===== src/rtl/mctimer_pkg.sv =====
package mctimer_pkg;

  // Register word addresses
  localparam int unsigned RA_CLKSEL = 0;
  localparam int unsigned RA_MODE   = 1;
  localparam int unsigned RA_CMD    = 2;
  localparam int unsigned RA_PERIOD = 3;
  localparam int unsigned RA_COUNT  = 4;
  localparam int unsigned RA_LEVEL  = 5;
  localparam int unsigned RA_FLAGS  = 6;
  localparam int unsigned RA_CMP0   = 8;

  // Command bits
  localparam int unsigned CMD_RESET_BIT   = 0;
  localparam int unsigned CMD_RESTART_BIT = 1;

  // Divider span exponent for each clock select code
  function automatic logic [3:0] div_exp(input logic [2:0] sel);
    logic [3:0] e;
    case (sel)
      3'd1:    e = 4'd0;
      3'd2:    e = 4'd1;
      3'd3:    e = 4'd2;
      3'd4:    e = 4'd3;
      3'd5:    e = 4'd6;
      3'd6:    e = 4'd8;
      3'd7:    e = 4'd10;
      default: e = 4'd0;
    endcase
    return e;
  endfunction

endpackage


===== src/rtl/mct_prescaler.sv =====
module mct_prescaler #(
  parameter int DIV_W = 10
) (
  input  logic       clk,
  input  logic       rst_n,
  input  logic [2:0] sel,
  input  logic       clear,
  output logic       tick
);
  import mctimer_pkg::*;

  logic [DIV_W-1:0] div_q, div_d;
  logic [DIV_W-1:0] last_phase;
  logic             running;

  always_comb begin
    running    = (sel != 3'd0);
    last_phase = DIV_W'((32'd1 << div_exp(sel)) - 32'd1);
    tick       = running && (div_q == last_phase);
  end

  always_comb begin
    div_d = div_q;
    if (clear || !running || tick) begin
      div_d = '0;
    end else begin
      div_d = div_q + 1'b1;
    end
  end

  always_ff @(posedge clk or negedge rst_n) begin
    if (!rst_n) begin
      div_q <= '0;
    end else begin
      div_q <= div_d;
    end
  end

endmodule


===== src/rtl/mct_counter.sv =====
module mct_counter #(
  parameter int CNT_W = 16
) (
  input  logic             clk,
  input  logic             rst_n,
  input  logic             clr,
  input  logic             load,
  input  logic [CNT_W-1:0] load_val,
  input  logic             tick,
  input  logic [CNT_W-1:0] top,
  output logic [CNT_W-1:0] count,
  output logic             step,
  output logic [CNT_W-1:0] count_nxt
);

  logic [CNT_W-1:0] cnt_q, cnt_d;

  always_comb begin
    count_nxt = (cnt_q == top) ? '0 : cnt_q + 1'b1;
    step      = tick && !load && !clr;
  end

  always_comb begin
    cnt_d = cnt_q;
    if (clr) begin
      cnt_d = '0;
    end else if (load) begin
      cnt_d = load_val;
    end else if (step) begin
      cnt_d = count_nxt;
    end
  end

  always_ff @(posedge clk or negedge rst_n) begin
    if (!rst_n) begin
      cnt_q <= '0;
    end else begin
      cnt_q <= cnt_d;
    end
  end

  assign count = cnt_q;

endmodule


===== src/rtl/mct_channels.sv =====
module mct_channels #(
  parameter int NCH   = 4,
  parameter int CNT_W = 16
) (
  input  logic                 clk,
  input  logic                 rst_n,
  input  logic                 clr,
  input  logic                 step,
  input  logic [CNT_W-1:0]     count_nxt,
  input  logic [NCH*CNT_W-1:0] cmp,
  input  logic [NCH-1:0]       clear_mask,
  input  logic [NCH-1:0]       ack,
  output logic [NCH-1:0]       flags
);

  for (genvar n = 0; n < NCH; n++) begin : g_ch
    logic hit;
    logic flag_q, flag_d;

    always_comb begin
      hit    = step && (count_nxt == cmp[n*CNT_W +: CNT_W]);
      flag_d = flag_q;
      if (hit) begin
        flag_d = 1'b1;
      end else if (clr || clear_mask[n] || ack[n]) begin
        flag_d = 1'b0;
      end
    end

    always_ff @(posedge clk or negedge rst_n) begin
      if (!rst_n) begin
        flag_q <= 1'b0;
      end else begin
        flag_q <= flag_d;
      end
    end

    assign flags[n] = flag_q;
  end

endmodule


===== src/rtl/mctimer.sv =====
module mctimer #(
  parameter int NCH    = 4,
  parameter int CNT_W  = 16,
  parameter int ADDR_W = 5,
  parameter int DIV_W  = 10
) (
  input  logic              clk,
  input  logic              rst_n,
  input  logic              bus_we,
  input  logic [ADDR_W-1:0] bus_addr,
  input  logic [CNT_W-1:0]  bus_wdata,
  output logic [CNT_W-1:0]  bus_rdata,
  input  logic [NCH-1:0]    irq_ack,
  output logic [NCH-1:0]    irq_req,
  output logic [2*NCH-1:0]  irq_level
);
  import mctimer_pkg::*;

  localparam int LVL_W = 2 * NCH;

  // Configuration registers
  logic [2:0]                  clk_sel_q, clk_sel_d;
  logic                        mode_q, mode_d;
  logic [CNT_W-1:0]            period_q, period_d;
  logic [LVL_W-1:0]            levels_q, levels_d;
  logic [NCH-1:0][CNT_W-1:0]   cmp_q, cmp_d;

  // Decoded bus strobes
  logic wr_clksel, wr_mode, wr_cmd, wr_period, wr_count, wr_level, wr_flags;
  logic do_reset, do_restart;
  logic [NCH-1:0] wr_cmp;

  // Datapath links
  logic             tick, step;
  logic [CNT_W-1:0] count, count_nxt, top;
  logic [NCH-1:0]   flags, clear_mask;

  always_comb begin
    wr_clksel = bus_we && (bus_addr == ADDR_W'(RA_CLKSEL));
    wr_mode   = bus_we && (bus_addr == ADDR_W'(RA_MODE));
    wr_cmd    = bus_we && (bus_addr == ADDR_W'(RA_CMD));
    wr_period = bus_we && (bus_addr == ADDR_W'(RA_PERIOD));
    wr_count  = bus_we && (bus_addr == ADDR_W'(RA_COUNT));
    wr_level  = bus_we && (bus_addr == ADDR_W'(RA_LEVEL));
    wr_flags  = bus_we && (bus_addr == ADDR_W'(RA_FLAGS));
    for (int n = 0; n < NCH; n++) begin
      wr_cmp[n] = bus_we && (bus_addr == ADDR_W'(RA_CMP0 + n));
    end
    do_reset   = wr_cmd && bus_wdata[CMD_RESET_BIT];
    do_restart = wr_cmd && bus_wdata[CMD_RESTART_BIT] && !bus_wdata[CMD_RESET_BIT];
    clear_mask = wr_flags ? bus_wdata[NCH-1:0] : '0;
  end

  // Next-state of the configuration registers
  always_comb begin
    clk_sel_d = clk_sel_q;
    mode_d    = mode_q;
    period_d  = period_q;
    levels_d  = levels_q;
    cmp_d     = cmp_q;
    if (do_reset) begin
      clk_sel_d = '0;
      mode_d    = 1'b0;
      period_d  = '1;
      levels_d  = '0;
      cmp_d     = '0;
    end else begin
      if (wr_clksel) clk_sel_d = bus_wdata[2:0];
      if (wr_mode)   mode_d    = bus_wdata[0];
      if (wr_period) period_d  = bus_wdata;
      if (wr_level)  levels_d  = bus_wdata[LVL_W-1:0];
      for (int n = 0; n < NCH; n++) begin
        if (wr_cmp[n]) cmp_d[n] = bus_wdata;
      end
    end
  end

  always_ff @(posedge clk or negedge rst_n) begin
    if (!rst_n) begin
      clk_sel_q <= '0;
      mode_q    <= 1'b0;
      period_q  <= '1;
      levels_q  <= '0;
      cmp_q     <= '0;
    end else begin
      clk_sel_q <= clk_sel_d;
      mode_q    <= mode_d;
      period_q  <= period_d;
      levels_q  <= levels_d;
      cmp_q     <= cmp_d;
    end
  end

  assign top = mode_q ? cmp_q[0] : period_q;

  mct_prescaler #(.DIV_W(DIV_W)) u_presc (
    .clk   (clk),
    .rst_n (rst_n),
    .sel   (clk_sel_q),
    .clear (do_reset || do_restart || wr_clksel),
    .tick  (tick)
  );

  mct_counter #(.CNT_W(CNT_W)) u_cnt (
    .clk       (clk),
    .rst_n     (rst_n),
    .clr       (do_reset || do_restart),
    .load      (wr_count),
    .load_val  (bus_wdata),
    .tick      (tick),
    .top       (top),
    .count     (count),
    .step      (step),
    .count_nxt (count_nxt)
  );

  mct_channels #(.NCH(NCH), .CNT_W(CNT_W)) u_chan (
    .clk        (clk),
    .rst_n      (rst_n),
    .clr        (do_reset),
    .step       (step),
    .count_nxt  (count_nxt),
    .cmp        (cmp_q),
    .clear_mask (clear_mask),
    .ack        (irq_ack),
    .flags      (flags)
  );

  // Interrupt outputs
  always_comb begin
    for (int n = 0; n < NCH; n++) begin
      irq_req[n] = flags[n] && (levels_q[2*n +: 2] != 2'b00);
    end
    irq_level = levels_q;
  end

  // Read multiplexer
  always_comb begin
    bus_rdata = '0;
    if (bus_addr == ADDR_W'(RA_CLKSEL)) bus_rdata = CNT_W'(clk_sel_q);
    if (bus_addr == ADDR_W'(RA_MODE))   bus_rdata = CNT_W'(mode_q);
    if (bus_addr == ADDR_W'(RA_PERIOD)) bus_rdata = period_q;
    if (bus_addr == ADDR_W'(RA_COUNT))  bus_rdata = count;
    if (bus_addr == ADDR_W'(RA_LEVEL))  bus_rdata = CNT_W'(levels_q);
    if (bus_addr == ADDR_W'(RA_FLAGS))  bus_rdata = CNT_W'(flags);
    for (int n = 0; n < NCH; n++) begin
      if (bus_addr == ADDR_W'(RA_CMP0 + n)) bus_rdata = cmp_q[n];
    end
  end

endmodule


===== config.mk =====
export PLATFORM = sky130hd
export DESIGN_NAME = mctimer
export DESIGN_NICKNAME = d
export VERILOG_FILES = /design/src/rtl/mctimer_pkg.sv /design/src/rtl/mct_prescaler.sv /design/src/rtl/mct_counter.sv /design/src/rtl/mct_channels.sv /design/src/rtl/mctimer.sv
export SDC_FILE = /design/constraint.sdc
export NUM_CORES = 1
export LEC_CHECK = 0
export ABC_AREA = 1
export BUFFER_PORTS_ARGS = -buffer_cell sky130_fd_sc_hd__buf_2
export CAP_MARGIN = 0
export CORE_AREA = 2 2 118 120
export DETAILED_ROUTE_END_ITERATION = 10
export DIE_AREA = 0 0 120 122
export GPL_ROUTABILITY_DRIVEN = 0
export PLACE_DENSITY = 0.76
export SYNTH_ARGS = -nofsm -noshare
export SYNTH_HDL_FRONTEND = slang
export SYNTH_SLANG_ARGS = --single-unit

===== constraint.sdc =====
create_clock -name clk -period 3.5 [get_ports clk]
set_clock_uncertainty 0.05 [all_clocks]
set_input_delay 0.175 -clock clk [delete_from_list [all_inputs] [get_ports clk]]
set_output_delay 0.175 -clock clk [all_outputs]
set_load 0.01 [all_outputs]

After elaboration in Yosys (flattened, before gate mapping)
Cells that the tools add are included.
Storage, ports and cells
  register bits: 122
  bits in latches: 0
  RAM bits: 0
  bits in read-only memories: 0
  bits of input ports: 28
  output and inout port bits: 28
  logic and storage cells: 139
  memories: 0
Cells by class
  $add $sub $neg: 3
  multipliers: 0
  div/mod/pow operators: 0
  $lt $le $gt $ge: 0
  eq/ne operators: 22
  shift operators: 1
  muxes and demuxes: 39
  bitwise gates (word level): 0
  reductions and logical operators: 60
Operators by type and width (count)
  2-to-1 mux 16 bit: 19
  equality test 16 bit: 5
  2-to-1 mux 64 bit: 1
  nonzero test 2 bit: 16
  logical AND 1 bit: 25
  case mux 4 bit (6 select lines): 1
  equality test 5 x 4 -> 1 bit, second input constant: 4
  adder 16 x 1 -> 16 bit, second input constant: 1
  2-to-1 mux 8 bit: 2
  equality test 5 x 3 -> 1 bit, second input constant: 3
  equality test 3 bit, second input constant: 4
  logical OR 1 bit: 12
  2-to-1 mux 3 bit: 4
  adder 10 x 1 -> 10 bit, second input constant: 1
  equality test 10 bit: 1
  equality test 5 x 2 -> 1 bit, second input constant: 2
  2-to-1 mux 1 bit: 10
  2-to-1 mux 10 bit: 1
  left shift 1 x 4 -> 10 bit, first input constant: 1
  subtractor 10 x 1 -> 10 bit, second input constant: 1
  equality test 3 x 2 -> 1 bit, second input constant: 2
  nonzero test 3 bit: 2
  equality test 5 x 1 -> 1 bit, second input constant: 1
  logical NOT 5 bit: 1
  other kinds (2): 5

Longest topological paths before layout
Gate-level depths: netlist of run 1.
  depth in word-level cells: 11
  depth in mapped cells: 19
  depth with buffers taken out: 18

Modules after synthesis
Synthesis of run 1 repeated with hierarchy kept, for this count alone.
Second synthesis, totals
  cells, all modules: 1327
  area total of the unflattened synthesis: 8425.6 µm²
Modules (own cells, without submodules)
  mctimer: instances 1, cells each 595, area an instance 4603.2 µm², sequential area each 2322.2 µm²
  mct_counter: instances 1, cells each 318, area an instance 1705.4 µm², sequential area each 400.4 µm²
  mct_channels: instances 1, cells each 297, area an instance 1340.0 µm², sequential area each 100.1 µm²
  mct_prescaler: instances 1, cells each 117, area an instance 777.0 µm², sequential area each 250.2 µm²

Worst setup path before layout of run 1
No wires, ideal clock.
  path type: flip-flop to flip-flop
  start point: register clk_sel_q[2]
  end point: register u_cnt.cnt_q[10] (netlist: u_cnt.count[10])
  setup time: 83 ps
  data arrival time: 2176 ps
  required time: 3367 ps
  path slack: 1191 ps
  stages on the path, launching flop included: 17
  buffers on the path: 2
  clock period less this slack: 2309 ps
  path through: dfrtp_1 buf_2 nor2_1 inv_1 ha_1 xor2_1 nand2_1 nor2_1 nand4_1 nor2_1 nand2_1 nand2_2 nand2_1 inv_1 buf_4 o211ai_1 o21ai_0
On the way
  longest elaborated chain between the ends: 9
  elaborated cells on any way between the ends: 15
  classes of those cells: add/sub: 1; eq/ne: 7; shift: 1; mux: 1; reduce/logical: 5
RTL lines
  from (decl): line mctimer.sv:22  | logic [2:0] clk_sel_q, clk_sel_d;
  from (signal assigned): line mctimer.sv:86  | clk_sel_q <= clk_sel_d;
  equality test 3 bit or equality test 3 x 2 -> 1 bit (tied branches): line mctimer_pkg.sv:20  | case (sel)
  case mux 4 bit (6 select lines): line mctimer_pkg.sv:20
  left shift 1 x 4 -> 10 bit: line mct_prescaler.sv:18  | last_phase = DIV_W'((32'd1 << div_exp(sel)) - 32'd1);
  subtractor 10 x 1 -> 10 bit: line mct_prescaler.sv:18
  equality test 10 bit: line mct_prescaler.sv:19  | tick = running && (div_q == last_phase);
  logical AND 1 bit *: line mct_prescaler.sv:19
  logical AND 1 bit * (2 in series): line mct_counter.sv:20  | step = tick && !load && !clr;
  nonzero test 3 bit (no source line) *
  to (signal assigned): line mct_counter.sv:38  | cnt_q <= cnt_d;
  to (decl): line mct_counter.sv:16  | logic [CNT_W-1:0] cnt_q, cnt_d;
Mark *: on every way between the ends. The rest lies on a longest branch, timed or not.
A chain may end at the register's enable or synchronous reset.

Worst setup path in the final report of run 1
Same ends and word-level chain as after synthesis.

==> results by group, run 1 <==
Power and ir drop
  – Clk pwr share: 0.281
  – NetSw: 2.52 mW
  – Pint: 3.69 mW
  – Cell Pwr Density: 690 nW/um^2
  – Leak Pwr: 4.51 nW
  – Logic gate share of total power: 0.368
  – Sequential Power Share: 0.352
  – Max VDD drop: 0.539 mV
  – Net Sw Frac: 0.406

Routing
  – Initial DRC Count: 954
  – 1st-pass router iterations: 6
  – DRC: 0
  – Detailed Route WL: 24,800 um
  – Vias: 8,344
  – Routed WL per cell: 17.3 um
  – Final ANT Viol Nets: 0
  – Vias/cell: 5.83

Yosys
  – Asr flop ratio synth: 1.00
  – Avg Synthesized Cell Area: 6.67 sq um
  – Synthesized area: 7920 sq um
  – Post-synthesis mux area share: 0
  – Dominant cell by count in the synthesized netlist: nand2_1
  – Top-area cell type share of the netlist area: 0.335
  – Adder-Cell Fraction of Synth Area: 0.00474
  – Main synth FF type: dfrtp_1
  – Post-Syn Instances: 1,188
  – Post-synth EDFFs: 0
  – Largest family of logic cells by synthesized area: simple AND/OR/NAND/NOR gates
  – Synthesis warning total: 0
  – Netlist cell types: 36
  – Synth top area cells: dfrtp_1, nand2_1, o21ai_0
  – Yosys top cell by area: dfrtp_1
  – Seq/Total Area, Yosys: 0.388
  – Synth Area in Simple Gates: 0.340
  – Post-Synth XOR/XNOR Area: 0.0254
  – Seq cells post-synth: 122
  – Top cells by count, synth: nand2_1, o21ai_0, inv_1
  – Post-synthesis compound-gate area fraction: 0.159
  – Syn_nets: 1,219

Clock tree
  – Max clock buf depth: 2
  – CTS tree: done
  – Clk Latency, worst-skew pair: 0.43 ns
  – H-tree Lvls: 4
  – Post-CTS Setup Inserts: 0
  – Root buffer cell: clkbuf_16
  – Num Clock Sinks: 122
  – Number of instances resized during post-cts repair: 0
  – Total CTS buffers: 17
  – Clock slew at reported path FFs: 0.05 ns

Layout
  – Share of post-route cells with drive strength above 1: 0.101
  – Synth-to-layout area growth: 13.7%
  – Non-filler cells, final: 1,432
  – Final nets: 1,271
  – Antenna cells: 0
  – Post-route cell area: 9000 sq um

Timing
  – Clock period minus worst slack: 2.99 ns
  – Slew HR: 0.399
  – Final setup violation count: 0
  – Slew Viols, Final: 0
  – Final number of hold-violating endpoints: 0
  – RSZ-0062 raised after global routing: no
  – Tightest Pin Transition: 0.900 ns
  – Post-route clock period utilization: 0.855
  – Hold_ws: 0.00865 ns
  – Max Fclk: 334 MHz
  – Setup TNS: 0 ns

Run
  – Max_cap viols: 0

Placement
  – Placed cell count: 1,394
  – Post-DP HPWL: 18,400 um
  – Port Buf Inserts: 55
  – Placed inst area: 8350 sq um

Floorplan
  – Core Area: 13,500 sq um
  – Initial core utilization: 0.586
  – Die ar.: 14,600 sq um
  – Die width: 120 um
  – FP Rows: 43
  – # IOs: 56
  – Die Ht: 122 um

Global route
  – GR Overflow Total: 0
  – Vias in the first global route: 7,710
  – Largest net degree at the start of global routing: 72
  – Antenna violations before repair: 0
  – Total track usage: 0.357
  – First-pass GRT wire length: 40,200 um

Worst setup path
  – Worst path arrival time: 3.28 ns
  – CP endpoint kind: flip-flop
  – Critical Path RT: 3.79 ns
  – Crit Path Max Fanout: 17
  – Worst setup SP type: flip-flop
  – CP Class: flip-flop to flip-flop

Status
  – Status: complete, no violations

Worst hold path
  – Worst hold path class: input pin to flip-flop
-- stage by stage --
stage	setup slack (ns)	total power, mW	utilization
final	0.506	6.21	0.667
after global routing	0.289	6.64	0.667
after CTS	0.576	6.15	0.667
after detailed placement	0.482	4.39	0.618
after global placement	0.551	4.35	0.618
after floorplan	1.19	3.73	-
-- critical path, cell delays in order, from the launching register on --
cell and delay, ns:
dfrtp_1 0.48, nor2_1 0.24, inv_1 0.07, ha_1 0.30, xor2_1 0.15, nand2_1 0.06
nor2_1 0.08, nand4_1 0.10, nor2_1 0.16, nand2_1 0.11, nand2_2 0.25, nand2_1 0.20
inv_1 0.37, o211ai_1 0.15, o21ai_0 0.12
-- kinds of logic after synthesis --
kind of cell    count (synthesis)
compound gates                229
xor+xnor                       23
fa+ha+maj                       3
buf+inv                       166
flops                         122
simple gates                  645
-- placed cells by master (no fill, tap or decap), types with 5 or more instances in the layout --
cell,n
dfrtp_1,106
nand3_1,74
o211ai_1,8
clkinv_2,5
o22ai_1,11
a21oi_1,20
a221oi_1,7
buf_2,54
clkbuf_16,17
o21ai_0,165
inv_1,121
nor3_1,12
dfstp_2,16
dlygate4sd3_1,7
nand4_1,10
buf_4,11
nor2_1,90
o2111ai_1,9
xor2_1,21
nand2_1,421
nand3b_1,25
-- final cells by class --
class                           count  area (sq um)
Fill cell                        1222          4500
Tap cell                          180           225
Inverter                          125           469
Timing Repair Buffer               74           463
Clock inverter                      8          92.6
Sequential cell                   122          3070
Multi-Input combinational cell    900          4190
Clock buffer                       23           488
-- power groups by stage --
stage	Clock (mW)	Combinational [mW]	Sequential [mW]
detailed placement	0	2.21	2.19
CTS	1.75	2.23	2.17
floorplan	0	1.66	2.07
finish	1.74	2.28	2.18
global route	1.81	2.60	2.23
global placement	0	2.17	2.18
-- flip-flops by register name (all words and copies together), names as in the netlist --
signal,count
clk_sel_q,3
period_q,16
irq_level,8
cmp_q,64
u_cnt.count,16
u_chan.g_ch.flag_q,4
mode_q,1
u_presc.div_q,10
-- per-layer routing --
layer  share of wire  vias to the layer above  track usage
met5               0                        -            0
met4           0.028                        0        0.134
met3            0.11                       58       0.0936
met2            0.43                      480        0.528
met1            0.43                     3846        0.505
li1                -                     3960            -
-- timing repair --
item | 4_1_cts | 5_1_grt
hold buffers | 7 | 0
setup endpoints to repair | 0 | 0
endpoints found under the hold margin | 65 | 0
-- path summary, 6_finish.rpt --
path                             startpoint  slack [ns]               endpoint  cells past startpoint
max                            clk_sel_q[2]        0.51        u_cnt.count[10]                     14
min                              irq_ack[3]       0.009  u_chan.g_ch[3].flag_q                      4
max reg2reg                    clk_sel_q[2]        0.51        u_cnt.count[10]                     14
min reg2reg                u_presc.div_q[0]        0.46       u_presc.div_q[0]                      1
max in group asynchronous             rst_n        2.22              cmp_q[31]                      3
min in group asynchronous             rst_n        0.35              cmp_q[51]                      2
Power figures use the tool's default switching activity.
==> run 2: changes to the inputs <==
Settings changed: CORE_AREA 2 2 118 120 to 2 2 129 131, DIE_AREA 0 0 120 122 to 0 0 131 133, PLACE_DENSITY 0.76 to 0.64.
==> results by group, run 2 (synthesis results as in run 1) <==
Layout
  – Share of post-route cells with drive strength above 1: 0.103
  – Most frequent cells in the layout: nand2_1, o21ai_0, inv_1
  – Final nets: 1,272
  – Max reg flops: 64
  – Filler cells: 1,584
  – Antenna cells: 0
  – Commonest non-fill, non-tap cell in the layout: nand2_1
  – Synth-to-layout area growth: 14.8%
  – Largest Register: cmp_q

Global route
  – Largest net degree at the start of global routing: 72
  – First-pass GRT wire length: 41,200 um
  – Antenna violations before repair: 0
  – Total track usage: 0.310
  – GR Overflow Total: 0
  – Vias in the first global route: 7,477

Power and ir drop
  – Net Sw Frac: 0.397
  – Max VDD drop: 0.400 mV
  – NetSw: 2.53 mW
  – Sequential Power Share: 0.342
  – Clk pwr share: 0.299
  – Logic gate share of total power: 0.358
  – Cell Pwr Density: 700 nW/um^2
  – Leak Pwr: 4.54 nW
  – Pint: 3.84 mW

Timing
  – Tightest Pin Transition: 0.911 ns
  – Hold_ws: 0.0169 ns
  – Slew HR: 0.393
  – Final number of hold-violating endpoints: 0
  – Final setup violation count: 0
  – Setup TNS: 0 ns
  – Slew Viols, Final: 0
  – Max Fclk: 336 MHz
  – Post-route clock period utilization: 0.850
  – Clock period minus worst slack: 2.97 ns
  – RSZ-0062 raised after global routing: no

Worst setup path
  – CP endpoint kind: flip-flop
  – R2r endpoint: u_cnt.count[12]
  – CP Class: flip-flop to flip-flop
  – Critical Path RT: 3.78 ns
  – Crit Path Max Fanout: 17
  – Crit Reg-Reg Startpoint: clk_sel_q[2]
  – Worst path arrival time: 3.26 ns
  – Reg2Reg Depth: 14
  – Register-to-register setup slack: 0.53 ns
  – Worst setup SP type: flip-flop

Placement
  – Post-DP HPWL: 19,400 um
  – Port Buf Inserts: 55

Routing
  – Vias/cell: 5.56
  – Initial DRC Count: 828
  – M1 WL: 12,100 um
  – 1st-pass router iterations: 6
  – Detailed Route WL: 25,900 um
  – Vias: 8,188
  – Met2 WL: 11,200 um
  – Final ANT Viol Nets: 0
  – Top Metal Used: met4
  – Routed WL per cell: 17.6 um
  – DRC: 0
  – Met3 routed wirelength: 2170 um

Clock tree
  – H-tree Lvls: 4
  – Root buffer cell: clkbuf_16
  – Total CTS buffers: 17
  – Num Clock Sinks: 122
  – Post-CTS Setup Inserts: 0
  – CTS tree: done
  – Max clock buf depth: 2
  – Number of instances resized during post-cts repair: 0
  – Clk Latency, worst-skew pair: 0.43 ns
  – Clock slew at reported path FFs: 0.06 ns

Worst hold path
  – Hold depth: 4
  – Worst hold path class: input pin to flip-flop
  – Min-delay src: irq_ack[2]
  – Hold path endpoint: u_chan.g_ch[2].flag_q

Floorplan
  – Die width: 131 um
  – FP Rows: 47
  – Die Ht: 133 um
  – Die ar.: 17,400 sq um
  – Initial core utilization: 0.490
  – Core Area: 16,200 sq um
  – # IOs: 56

Status
  – Status: complete, no violations

Run
  – Max_cap viols: 0
## run 2: metrics by stage
stage	utilization	area [sq um]	total power, mW	setup WS, ns	cells
after floorplan	-	7920	3.73	1.19	1188
after global placement	0.520	8400	4.37	0.710	1436
after detailed placement	0.520	8400	4.40	0.594	1436
after CTS	0.562	9090	6.32	0.574	1473
after global routing	0.562	9090	6.83	0.222	1473
final	0.562	9090	6.36	0.526	1473
## run 2: power groups by stage
stage          Sequential (mW)  Clock (mW)  Combinational, mW
3_5_place_dp              2.18           0               2.22
6_report                  2.18        1.90               2.28
3_3_place_gp              2.18           0               2.19
2_1_floorplan             2.07           0               1.66
5_1_grt                   2.23        1.98               2.62
4_1_cts                   2.17        1.91               2.24
## run 2: cell type report
cell class | instances | area [sq um] | area share
multi-input combinational | 900 | 4190 | 0.461
clock buffer | 23 | 488 | 0.0537
clock inverter | 8 | 140 | 0.0154
timing repair buffer | 75 | 455 | 0.0501
inverter | 125 | 469 | 0.0516
tap | 220 | 275 | 0.0303
sequential | 122 | 3070 | 0.338
## run 2: how the worst max path moves through the flow
stage | cells after the start | to | startpoint
floorplan | 16 | u_cnt.count[10] | clk_sel_q[2]
global placement | 14 | u_cnt.count[11] | clk_sel_q[2]
detailed placement | 14 | u_cnt.count[11] | clk_sel_q[2]
CTS | 14 | u_cnt.count[12] | clk_sel_q[2]
global route | 14 | u_cnt.count[15] | clk_sel_q[2]
finish | 14 | u_cnt.count[12] | clk_sel_q[2]
## run 2: critical path, stage by stage, from the launching register on
cell	delay, ns
dfrtp_1	0.48
nor2_1	0.24
inv_1	0.07
ha_1	0.30
xor2_1	0.15
nand2_1	0.06
nor2_1	0.08
nand4_1	0.08
nor2_1	0.14
nand2_1	0.09
nand2_2	0.26
nand2_1	0.19
inv_1	0.39
o211ai_1	0.16
o21ai_0	0.12
## run 2: repair_timing
item	CTS	global route
endpoints found under the setup margin	0	0
hold buffers	6	0
hold endpoints to repair	55	0
## run 2: layer usage
metal	GRT usage	vias to the layer above
li1	-	3972
met3	0.0639	40
met2	0.441	352
met5	0	-
met1	0.472	3824
met4	0.0910	0
